$ cat config.mk
export PLATFORM = sky130hd
export DESIGN_NAME = da_fir
export DESIGN_NICKNAME = d
export VERILOG_FILES = /design/src/rtl/da_fir_pkg.sv /design/src/rtl/da_lut.sv /design/src/rtl/da_fold.sv /design/src/rtl/da_digit.sv /design/src/rtl/da_fir.sv
export SDC_FILE = /design/constraint.sdc
export NUM_CORES = 2
export LEC_CHECK = 0
export ABC_AREA = 1
export BUFFER_PORTS_ARGS = -buffer_cell sky130_fd_sc_hd__buf_2
export CAP_MARGIN = 5
export CORE_ASPECT_RATIO = 0.5
export CORE_MARGIN = 3
export CORE_UTILIZATION = 45
export CTS_CLUSTER_SIZE = 8
export DETAILED_ROUTE_END_ITERATION = 6
export HOLD_SLACK_MARGIN = 0.15
export PLACE_DENSITY = 0.59
export SYNTH_ARGS = -nofsm -noshare
export SYNTH_HDL_FRONTEND = slang
export SYNTH_SLANG_ARGS = --single-unit
$ cat constraint.sdc
create_clock -name clk -period 13.13 [get_ports clk]
set_input_delay 0.6565 -clock clk [delete_from_list [all_inputs] [get_ports clk]]
set_output_delay 0.6565 -clock clk [all_outputs]
set_load 0.005 [all_outputs]
$ cat src/rtl/da_fir_pkg.sv
package da_fir_pkg;

    // Controller mode of the serial engine
    typedef enum logic {
        MODE_IDLE = 1'b0,
        MODE_RUN  = 1'b1
    } da_mode_e;

    // Coefficient of folded pair k (fixed response of this filter)
    function automatic int tap_coef(input int k);
        return ((37 * k + 11) % 61) - 30;
    endfunction

    // Table entry: sum of the coefficients of a group whose address bit is set
    function automatic int lut_entry(input int base, input int size, input int addr);
        int s;
        s = 0;
        for (int m = 0; m < size; m++) begin
            if (((addr >> m) & 1) != 0) s += tap_coef(base + m);
        end
        return s;
    endfunction

endpackage

$ cat src/rtl/da_lut.sv
module da_lut #(
    parameter int BASE = 0,
    parameter int SIZE = 6,
    parameter int TW   = 11
) (
    input  logic [SIZE-1:0]        addr,
    output logic signed [TW-1:0]   val
);
    localparam int DEPTH = 1 << SIZE;

    logic signed [TW-1:0] rom [DEPTH];

    for (genvar a = 0; a < DEPTH; a++) begin : g_ent
        assign rom[a] = TW'(da_fir_pkg::lut_entry(BASE, SIZE, a));
    end

    assign val = rom[addr];
endmodule

$ cat src/rtl/da_fold.sv
module da_fold #(
    parameter int W     = 16,
    parameter int NPAIR = 34,
    parameter int EW    = 17
) (
    input  logic [2*NPAIR-1:0][W-1:0] line,
    output logic [NPAIR-1:0][EW-1:0]  pre
);
    localparam int NTAP = 2 * NPAIR;

    // Mirrored taps share a coefficient: add them, sign-extended to EW bits
    for (genvar k = 0; k < NPAIR; k++) begin : g_pair
        assign pre[k] = EW'(signed'(line[k])) + EW'(signed'(line[NTAP-1-k]));
    end
endmodule

$ cat src/rtl/da_digit.sv
module da_digit #(
    parameter int NPAIR = 34,
    parameter int GSIZE = 6,
    parameter int EW    = 17,
    parameter int RB    = 1,
    parameter int TW    = 11,
    parameter int SW    = 14,
    parameter int CNTW  = 5
) (
    input  logic [NPAIR-1:0][EW-1:0]   pre,
    input  logic [CNTW-1:0]            dig,
    input  logic                       last,
    output logic signed [SW+RB-1:0]    dsum
);
    localparam int NGRP = (NPAIR + GSIZE - 1) / GSIZE;
    localparam int DW   = SW + RB;
    localparam int IW   = $clog2(EW);

    logic signed [SW-1:0] bsum [RB];

    // One copy of every table per bit handled in a cycle
    for (genvar b = 0; b < RB; b++) begin : g_bit
        logic [IW-1:0]         bidx;
        logic [NPAIR-1:0]      slice;
        logic signed [TW-1:0]  gval [NGRP];
        logic signed [SW-1:0]  tot;

        assign bidx = IW'(int'(dig) * RB + b);

        for (genvar k = 0; k < NPAIR; k++) begin : g_sl
            assign slice[k] = pre[k][bidx];
        end

        for (genvar g = 0; g < NGRP; g++) begin : g_grp
            localparam int GS = (g < NGRP - 1) ? GSIZE : NPAIR - (NGRP - 1) * GSIZE;
            da_lut #(.BASE(g * GSIZE), .SIZE(GS), .TW(TW)) u_lut (
                .addr (slice[g*GSIZE +: GS]),
                .val  (gval[g])
            );
        end

        always_comb begin
            tot = '0;
            for (int g = 0; g < NGRP; g++) tot = tot + SW'(gval[g]);
        end

        assign bsum[b] = tot;
    end

    // Weight bits within the digit; the sign bit (top bit of last digit) subtracts
    always_comb begin
        dsum = '0;
        for (int b = 0; b < RB; b++) begin
            if (last && (b == RB - 1)) dsum = dsum - (DW'(bsum[b]) <<< b);
            else                       dsum = dsum + (DW'(bsum[b]) <<< b);
        end
    end
endmodule

$ cat src/rtl/da_fir.sv
module da_fir #(
    parameter int W     = 16,
    parameter int CW    = 8,
    parameter int NPAIR = 34,
    parameter int GSIZE = 6,
    parameter int RB    = 1
) (
    input  logic                                   clk,
    input  logic                                   rst_n,
    input  logic                                   in_valid,
    input  logic [W-1:0]                           in_sample,
    output logic                                   busy,
    output logic                                   out_valid,
    output logic [CW+W+1+$clog2(NPAIR+1)-1:0]      out_data
);
    import da_fir_pkg::*;

    localparam int NTAP = 2 * NPAIR;
    localparam int PW   = W + 1;
    localparam int D    = (PW + RB - 1) / RB;
    localparam int EW   = D * RB;
    localparam int TW   = CW + $clog2(GSIZE + 1);
    localparam int SW   = CW + $clog2(NPAIR + 1);
    localparam int DW   = SW + RB;
    localparam int AW   = DW + EW;
    localparam int OW   = CW + PW + $clog2(NPAIR + 1);
    localparam int CNTW = $clog2(D);

    typedef struct packed {
        logic [NTAP-1:0][W-1:0] line;
        da_mode_e               mode;
        logic [CNTW-1:0]        cnt;
        logic [AW-1:0]          acc;
        logic                   vld;
        logic [OW-1:0]          res;
    } state_t;

    state_t st_d, st_q;

    logic [NPAIR-1:0][EW-1:0] pre;
    logic signed [DW-1:0]     dsum;
    logic                     last;

    assign last = (st_q.cnt == CNTW'(D - 1));

    da_fold #(.W(W), .NPAIR(NPAIR), .EW(EW)) u_fold (
        .line (st_q.line),
        .pre  (pre)
    );

    da_digit #(
        .NPAIR(NPAIR), .GSIZE(GSIZE), .EW(EW), .RB(RB),
        .TW(TW), .SW(SW), .CNTW(CNTW)
    ) u_digit (
        .pre  (pre),
        .dig  (st_q.cnt),
        .last (last),
        .dsum (dsum)
    );

    always_comb begin
        st_d     = st_q;
        st_d.vld = 1'b0;
        case (st_q.mode)
            MODE_IDLE: begin
                if (in_valid) begin
                    st_d.line = {st_q.line[NTAP-2:0], in_sample};
                    st_d.mode = MODE_RUN;
                    st_d.cnt  = '0;
                    st_d.acc  = '0;
                end
            end
            default: begin
                st_d.acc = ($signed(st_q.acc) >>> RB) + (AW'(dsum) <<< (EW - RB));
                if (last) begin
                    st_d.mode = MODE_IDLE;
                    st_d.vld  = 1'b1;
                    st_d.res  = st_d.acc[OW-1:0];
                end else begin
                    st_d.cnt = st_q.cnt + 1'b1;
                end
            end
        endcase
    end

    always_ff @(posedge clk) begin
        if (!rst_n) st_q <= '0;
        else        st_q <= st_d;
    end

    assign busy      = (st_q.mode == MODE_RUN);
    assign out_valid = st_q.vld;
    assign out_data  = st_q.res;

    // an accepted offer starts the computation
    a_r2_accept_starts: assert property (@(posedge clk) disable iff (!rst_n)
        (in_valid && !busy) |=> busy);

    // slice counter never passes the last digit
    a_r2_cnt_bound: assert property (@(posedge clk) disable iff (!rst_n)
        busy |-> (st_q.cnt < CNTW'(D)));

    // result strobe lasts one cycle
    a_r3_single_pulse: assert property (@(posedge clk) disable iff (!rst_n)
        out_valid |=> !out_valid);

    // busy ends exactly when the result appears
    a_r3_valid_at_end: assert property (@(posedge clk) disable iff (!rst_n)
        $fell(busy) |-> out_valid);

    // history is frozen while computing
    a_r4_line_frozen: assert property (@(posedge clk) disable iff (!rst_n)
        busy |=> $stable(st_q.line));

    // output holds between result strobes
    a_r9_hold_result: assert property (@(posedge clk) disable iff (!rst_n)
        !out_valid |-> $stable(out_data));

endmodule

# --- After elaboration in Yosys (flattened, before gate mapping) ---
# Memory sizes are Yosys's and may differ from the RTL's.
# Cells that the tools add are included.
totals:
  ff_bits: 1158
  rom_bits: 3696
  output_inout_bits: 33
  word_cells: 228
  n_memories: 6
mem_list:
  columns: ["memory", "depth", "word_bits", "read_ports", "rd_ports_with_merged_regs", "write_ports", "line", "rtl"]
  rows:
  - ["(name not given)", 64, 11, 1, 0, 0, "da_lut.sv:17", "assign val = rom[addr];"]
  - ["(name not given)", 64, 11, 1, 0, 0, "da_lut.sv:17", null]
  - ["(name not given)", 64, 11, 1, 0, 0, "da_lut.sv:17", null]
  - ["(name not given)", 64, 11, 1, 0, 0, "da_lut.sv:17", null]
  - ["(name not given)", 64, 11, 1, 0, 0, "da_lut.sv:17", null]
  - ["(name not given)", 16, 11, 1, 0, 0, "da_lut.sv:17", null]
classes:
  n_addsub: 42
  order_cmp: 7
  n_eq_ne: 2
  n_mux: 86
  n_bitwise: 7
  reduce_logical: 5
op_table:
  columns: ["operator", "n"]
  rows:
  - ["$add A16 B16 Y17", 34]
  - ["$bmux W1 S5", 34]
  - ["$mux W11", 12]
  - ["$mux W38", 2]
  - ["$add A14 B11 Y14", 3]
  - ["$ge A7 B7 Y1 const B", 5]
  - ["$mux W1", 35]
  - ["$not A6 Y7", 5]
  - ["$add A31 B31 Y32", 1]
  - ["$mux W32", 1]
  - ["$mux W15", 1]
  - ["$sub A1 B14 Y15 const A", 1]
  - ["$add A12 B11 Y13", 1]
  - ["$add A11 B11 Y12", 1]
  - ["$reduce_and A2 Y1", 4]
  - ["$lt A5 B6 Y1 const B", 1]
  - ["$add A5 B1 Y5 const B", 1]
  - ["$eq A5 B5 Y1 const B", 1]
  - ["$ge A5 B5 Y1 const B", 1]
  - ["$mux W5", 1]
  - ["$not A4 Y5", 1]
  - ["$ne A2 B2 Y1 const B", 1]
  - ["$reduce_bool A2 Y1", 1]
  - ["$not A1 Y1", 1]

# --- Logic depth before layout (Yosys ltp) ---
logic_depth:
  word_depth: 16
  depth_mapped: 60

# --- Cells and area by module ---
# A second synthesis with hierarchy kept.
hier_totals:
  cells_unflattened: 13855
  area_unflattened_um2: 83968.0
modules_own_cells:
  columns: ["module", "instances", "cells_each", "area_each_um2", "seq_area_each_um2"]
  rows:
  - ["da_fir", 1, 5236, 40697.8, 23162.2]
  - ["da_fold", 1, 6638, 32712.6, 0.0]
  - ["da_digit", 1, 1377, 7332.0, 0.0]
  - ["da_lut at u_digit.g_bit[0].g_grp[0].u_lut", 1, 154, 777.0, 0.0]
  - ["da_lut at u_digit.g_bit[0].g_grp[3].u_lut", 1, 123, 666.9, 0.0]
  - ["da_lut at u_digit.g_bit[0].g_grp[1].u_lut", 1, 106, 559.3, 0.0]
  - ["da_lut at u_digit.g_bit[0].g_grp[4].u_lut", 1, 113, 559.3, 0.0]
  - ["da_lut at u_digit.g_bit[0].g_grp[2].u_lut", 1, 68, 410.4, 0.0]
  - ["da_lut at u_digit.g_bit[0].g_grp[5].u_lut", 1, 40, 252.7, 0.0]

# --- Least setup slack after synthesis ---
# OpenSTA, ideal clock, no wires.
synth_path:
  path_kind: "register to register"
  from: "register st_q[86] (netlist bit)"
  to: "register st_q[61] (netlist bit)"
  t_arrival_ps: 8060
  setup_slack_ps: 4999
  stages_incl_launch_ff: 54
  n_path_buf: 0
  synth_period_minus_slack_ps: 8131
  cell_sequence: "dfxtp_1 ha_1 inv_1 fa_1 inv_1 nand2_1 a21oi_1 nand2_1 nand2_1 nand3_1 nand3_1 nand3_1 nand3_1 nand3_1 nand3_1 nand2_1 nand2_1 inv_1 [... 18 more ...] ha_1 inv_1 xor2_1 nor3_1 or2_2 xor2_1 ha_1 nand2_1 nor3_1 nand3_1 o2111ai_1 nand2_1 inv_1 nand2_1 nand2_1 xor2_1 nand2_1 a21oi_1"
synth_via:
  elab_chain_len: 16
synth_lines:
  columns: ["element", "line", "rtl"]
  rows:
  - ["start, declared", "da_fir.sv:38", "state_t st_d, st_q;"]
  - ["start signal, assigned", "da_fir.sv:88", "else st_q <= st_d;"]
  - ["$add A16 B16 Y17 *", "da_fold.sv:13", "assign pre[k] = EW'(signed'(line[k])) + EW'(signed'(line[NTAP-1-k]));"]
  - ["$bmux W1 S5 *", "da_digit.sv:31", "assign slice[k] = pre[k][bidx];"]
  - ["$mux W1 (implied by the code) *", "da_digit.sv:31", null]
  - ["$not A6 Y7 (implied by the code) *", "da_lut.sv:17", null]
  - ["$mem_v2 Z64 W11 *", null, null]
  - ["$mux W11 (implied by the code) * (2 in a row)", "da_lut.sv:17", null]
  - ["$add A11 B11 Y12 *", "da_digit.sv:44", "for (int g = 0; g < NGRP; g++) tot = tot + SW'(gval[g]);"]
  - ["$add A12 B11 Y13 *", "da_digit.sv:44", null]
  - ["$add A14 B11 Y14 * (3 in a row)", "da_digit.sv:44", null]
  - ["$sub A1 B14 Y15", "da_digit.sv:54", "if (last && (b == RB - 1)) dsum = dsum - (DW'(bsum[b]) <<< b);"]
  - ["$mux W15 *", "da_digit.sv:54", null]
  - ["$add A31 B31 Y32 *", "da_fir.sv:74", "st_d.acc = ($signed(st_q.acc) >>> RB) + (AW'(dsum) <<< (EW - RB));"]
  - ["$mux W38 *", "da_fir.sv:64", "case (st_q.mode)"]
# Every way passes the cells marked *; elsewhere a longest branch is shown, timed or not. The select of a mux whose other input is x is not followed.
# A chain may end at the register's enable or synchronous reset.

# --- Final worst setup path ---
layout_path:
  from: "register st_q[64] (netlist bit)"
  to: "register st_q[61] (netlist bit)"
layout_via:
  elab_chain_len: 15
  elab_cells_between_ends: 102
  cone_classes: "add/sub (7); eq/ne (1); mux (82); bitwise (6); memory (6)"
layout_lines:
  columns: ["element", "line"]
  rows:
  - ["$bmux W1 S5", "da_digit.sv:31"]
  - ["$mux W1 (implied by the code)", "da_digit.sv:31"]
  - ["$not A6 Y7 (implied by the code)", "da_lut.sv:17"]
  - ["$mem_v2 Z64 W11", null]
  - ["$mux W11 (implied by the code) (2 in a row)", "da_lut.sv:17"]
  - ["$add A11 B11 Y12", "da_digit.sv:44"]
  - ["$add A12 B11 Y13", "da_digit.sv:44"]
  - ["$add A14 B11 Y14 (3 in a row)", "da_digit.sv:44"]
  - ["$sub A1 B14 Y15", "da_digit.sv:54"]
  - ["$mux W15 *", "da_digit.sv:54"]
  - ["$add A31 B31 Y32 *", "da_fir.sv:74"]
  - ["$mux W38 *", "da_fir.sv:64"]
# Marks and branches as above.

==> results.toml <==
[status]
outcome = "completed"

[routing]
vias = 77550
vias_per_cell = 5.500
route.detailed.drc = 0
drt_pass1_iterations = 6
routed_wl_um = 261100
wire_per_inst_um = 18.52
drt_iter0_drc = 7546
ant_nets = 0

[timing]
finalMaxSlewViolations = 0
rsz0062_at_grt = "no"
fmax_mhz = 98.56
fin_tns_setup_ns = 0
finalHoldViolations = 0
finalSetupViolCount = 0
clock_skew_ns = 0.04489
fin_crit_sh_pct = 77.27
max-slew-margin-rel_pct = 19.78
fin_crit_ns = 10.15
layout_setup_ws_ns = 2.984
tightestPinTransition_ns = 1.203

[clock_tree]
htreeDepth = 4
clk_latency_ns = 0.82
cts_tree = "done"
ctsResizeCount = 0
clkTransAtPathRegs_ns = 0.06
cts_root_buf = "clkbuf_16"
clkSinkCount = 1157
clock_path_buffers = 4
numCtsBuffers = 171

[pwr]
p_clk_share_pct = 21.9
p_leak_nw = 40.93
switching_power_mw = 8.211
powerDensity_nw_per_um2 = 216.2
seqPwrFrac_pct = 22.9
vdd_drop_max_mv = 0.7159
p_comb_share_pct = 55.3
p_int_mw = 9.777
switching_share_pct = 45.65

[final_layout]
final.fill_count = 17550
antenna_cells = 0
fin_nets = 12520
syn_to_final_growth_pct = 7.634
final_common_cell = "nor2_1"
mostFrequentLayoutCells = "nor2_1 (2657), nand2_1 (2222), o21ai_0 (1467)"
drive_above_1_share_pct = 3.491

[critical_path]
crit_path_max_fanout = 56
required_ns = 13.86
critical_path.max_stage_delay_ns = 0.75
cp.arrival_ns = 10.88
startpoint_type = "flop"
cpMostUsedCell = "nand2_1"
regToRegEndpoint = "st_q[61]$_SDFFE_PN0P_"
startpoint = "st_q[64]$_SDFFE_PN0P_"
criticalPathCategory = "reg -> reg"
crit_end = "st_q[61]$_SDFFE_PN0P_"
worstReg2RegStart = "st_q[64]$_SDFFE_PN0P_"
ff2ff_setup_slack_ns = 2.98
crit_slowest_cell = "dfxtp_4"
reg2reg_depth = 44
critPathCaptureType = "flop"

[global_routing]
grt_pass1_wl_um = 406800
grt_overflow = 0
grt_max_degree = 256
grt_usage_pct = 28.47
grt_pass1_vias = 71500
antenna_found_initial = 1

[synthesis]
syn_inst = 12060
synth_top_area_share_pct = 29.97
synth-seq-area-share_pct = 29.97
ys_seq_elements = 1157
async_flop_share_pct = 0
ys_types = 65
synth_enable_flop_cells = 0
synthTopCellsByArea = "dfxtp_1 (30%), nor2_1 (13%), nand2_1 (11%), ha_1 (10%), o21ai_0 (9.5%)"
synth_flop_cell = "dfxtp_1"
syn_avg_cell_area_um2 = 6.408
synth_fp_nets = 12760
yosysTopAreaCell = "dfxtp_1"
synth_warnings = 0
syn_area_um2 = 77300

[die]
start_util_pct = 45.78
die_w_um = 592.1
die-height_um = 299.1
core_um2 = 168800
io_pins = 52
std_cell_rows = 106
die_area_um2 = 177100

[hold_path]
min_path_cells = 3
hold_path.class = "in -> reg"

[place]
hpwlAfterDp_um = 182300
gp_congestion = 0.9185
pre_cts_slack_ns = 3.236
portBuffers = 51

[job]
drv_cap = 0
[final cells by class]
cell class / instances / area, um2 / share of cell area (%)
clock buffer: 179 / 4372 / 5.255
timing repair buffer: 118 / 928.4 / 1.116
multi-input combinational: 9380 / 48090 / 57.80
tap: 2268 / 2838 / 3.411
clock inverter: 3 / 26.28 / 0.03158
inverter: 995 / 3761 / 4.521
sequential: 1157 / 23180 / 27.86
[power by group through the flow]
stage	sequential (mW)	clock [mW]	combinational [mW]
2_1_floorplan	4.02	0	7.67
3_3_place_gp	4.16	0	9.79
3_5_place_dp	4.16	0	9.81
4_1_cts	4.10	4.01	9.88
5_1_grt	4.13	4.16	11.3
6_report	4.11	3.93	9.94
[cells in the mapped netlist, types with 7 or more instances]
| master | count |
|---|---|
| a211oi_1 | 14 |
| a21boi_0 | 9 |
| a21o_1 | 38 |
| a21oi_1 | 660 |
| a21oi_2 | 18 |
| a221oi_1 | 16 |
| a31oi_1 | 17 |
| and2_1 | 26 |
| buf_1 | 11 |
| buf_2 | 78 |
| buf_4 | 48 |
| clkbuf_1 | 388 |
| dfxtp_1 | 1157 |
| fa_1 | 64 |
| ha_1 | 615 |
| inv_1 | 970 |
| inv_2 | 17 |
| nand2_1 | 2222 |
| nand2_2 | 19 |
| nand3_1 | 1020 |
| nand3_2 | 7 |
| nand3b_1 | 25 |
| nand4_1 | 58 |
| nor2_1 | 2660 |
| nor3_1 | 64 |
| nor4_1 | 8 |
| o211ai_1 | 29 |
| o21a_1 | 17 |
| o21ai_0 | 1467 |
| o21ai_1 | 41 |
| o21bai_1 | 26 |
| o31ai_1 | 10 |
| or2_2 | 22 |
| xnor2_1 | 65 |
| xor2_1 | 80 |
[metrics by stage]
stage / util, % / power [mW] / hold slack (ns) / cell area (um2) / cells
final: 49.28 / 17.99 / 0.2013 / 83200 / 14100
after global routing: 49.28 / 19.56 / 0.1835 / 83200 / 14100
after CTS: 49.28 / 17.99 / 0.1786 / 83200 / 14100
after detailed placement: 46.59 / 13.97 / 0.4521 / 78660 / 13900
after global placement: 46.59 / 13.96 / 0.4497 / 78660 / 13900
after floorplan: - / 11.69 / 0.4388 / 77300 / 12060
[metal layers]
metal  vias up  part of all wire, %  GRT usage (%)
met4         0                  1.7          5.423
met5         -                    0              0
met1     35900                   52          44.65
met2      2368                   40          40.93
met3       315                  6.9          3.842
li1      38970                    -              -
[flip-flops by register name, summed over array words and instances, names as in the netlist]
register and count:
out_data 31, busy 1, st_q 1124, out_valid 1
[critical path, delay by kind of cell, from the launching register on]
| family | cells | cell delay, ns |
|---|---|---|
| AOI/OAI and AO/OA | 13 | 3.27 |
| xor gates and xnor gates | 3 | 0.55 |
| adders and majority gates | 6 | 2.29 |
| buffers and inverters | 7 | 1.39 |
| DFF | 1 | 0.75 |
| and+or+nand+nor | 15 | 1.75 |
[cells by family after synthesis]
| kind of cell | synth area share [%] |
|---|---|
| compound gates | 16.49 |
| xor+xnor | 1.664 |
| fa+ha+maj | 11.61 |
| buf+inv | 7.841 |
| flops | 29.97 |
| mux | 0.01457 |
| simple gates | 32.41 |
[what timing repair did]
action,CTS,global route
hold endpoints to repair,14,0
hold buffers,14,0
setup buffers,0,0
[worst min path at each step]
stage | slack [ns] | endpoint | start
final | 0.20 | st_q[70]$_SDFFE_PN0P_ | in_sample[0]
after global routing | 0.18 | st_q[70]$_SDFFE_PN0P_ | in_sample[0]
after CTS | 0.18 | st_q[70]$_SDFFE_PN0P_ | in_sample[0]
after detailed placement | 0.45 | out_data[18]$_SDFFE_PN0P_ | out_data[18]$_SDFFE_PN0P_
after global placement | 0.45 | out_data[18]$_SDFFE_PN0P_ | out_data[18]$_SDFFE_PN0P_
after floorplan | 0.44 | out_data[1]$_SDFFE_PN0P_ | st_q[34]$_SDFFE_PN0P_
(Power assumes the default switching activity.)
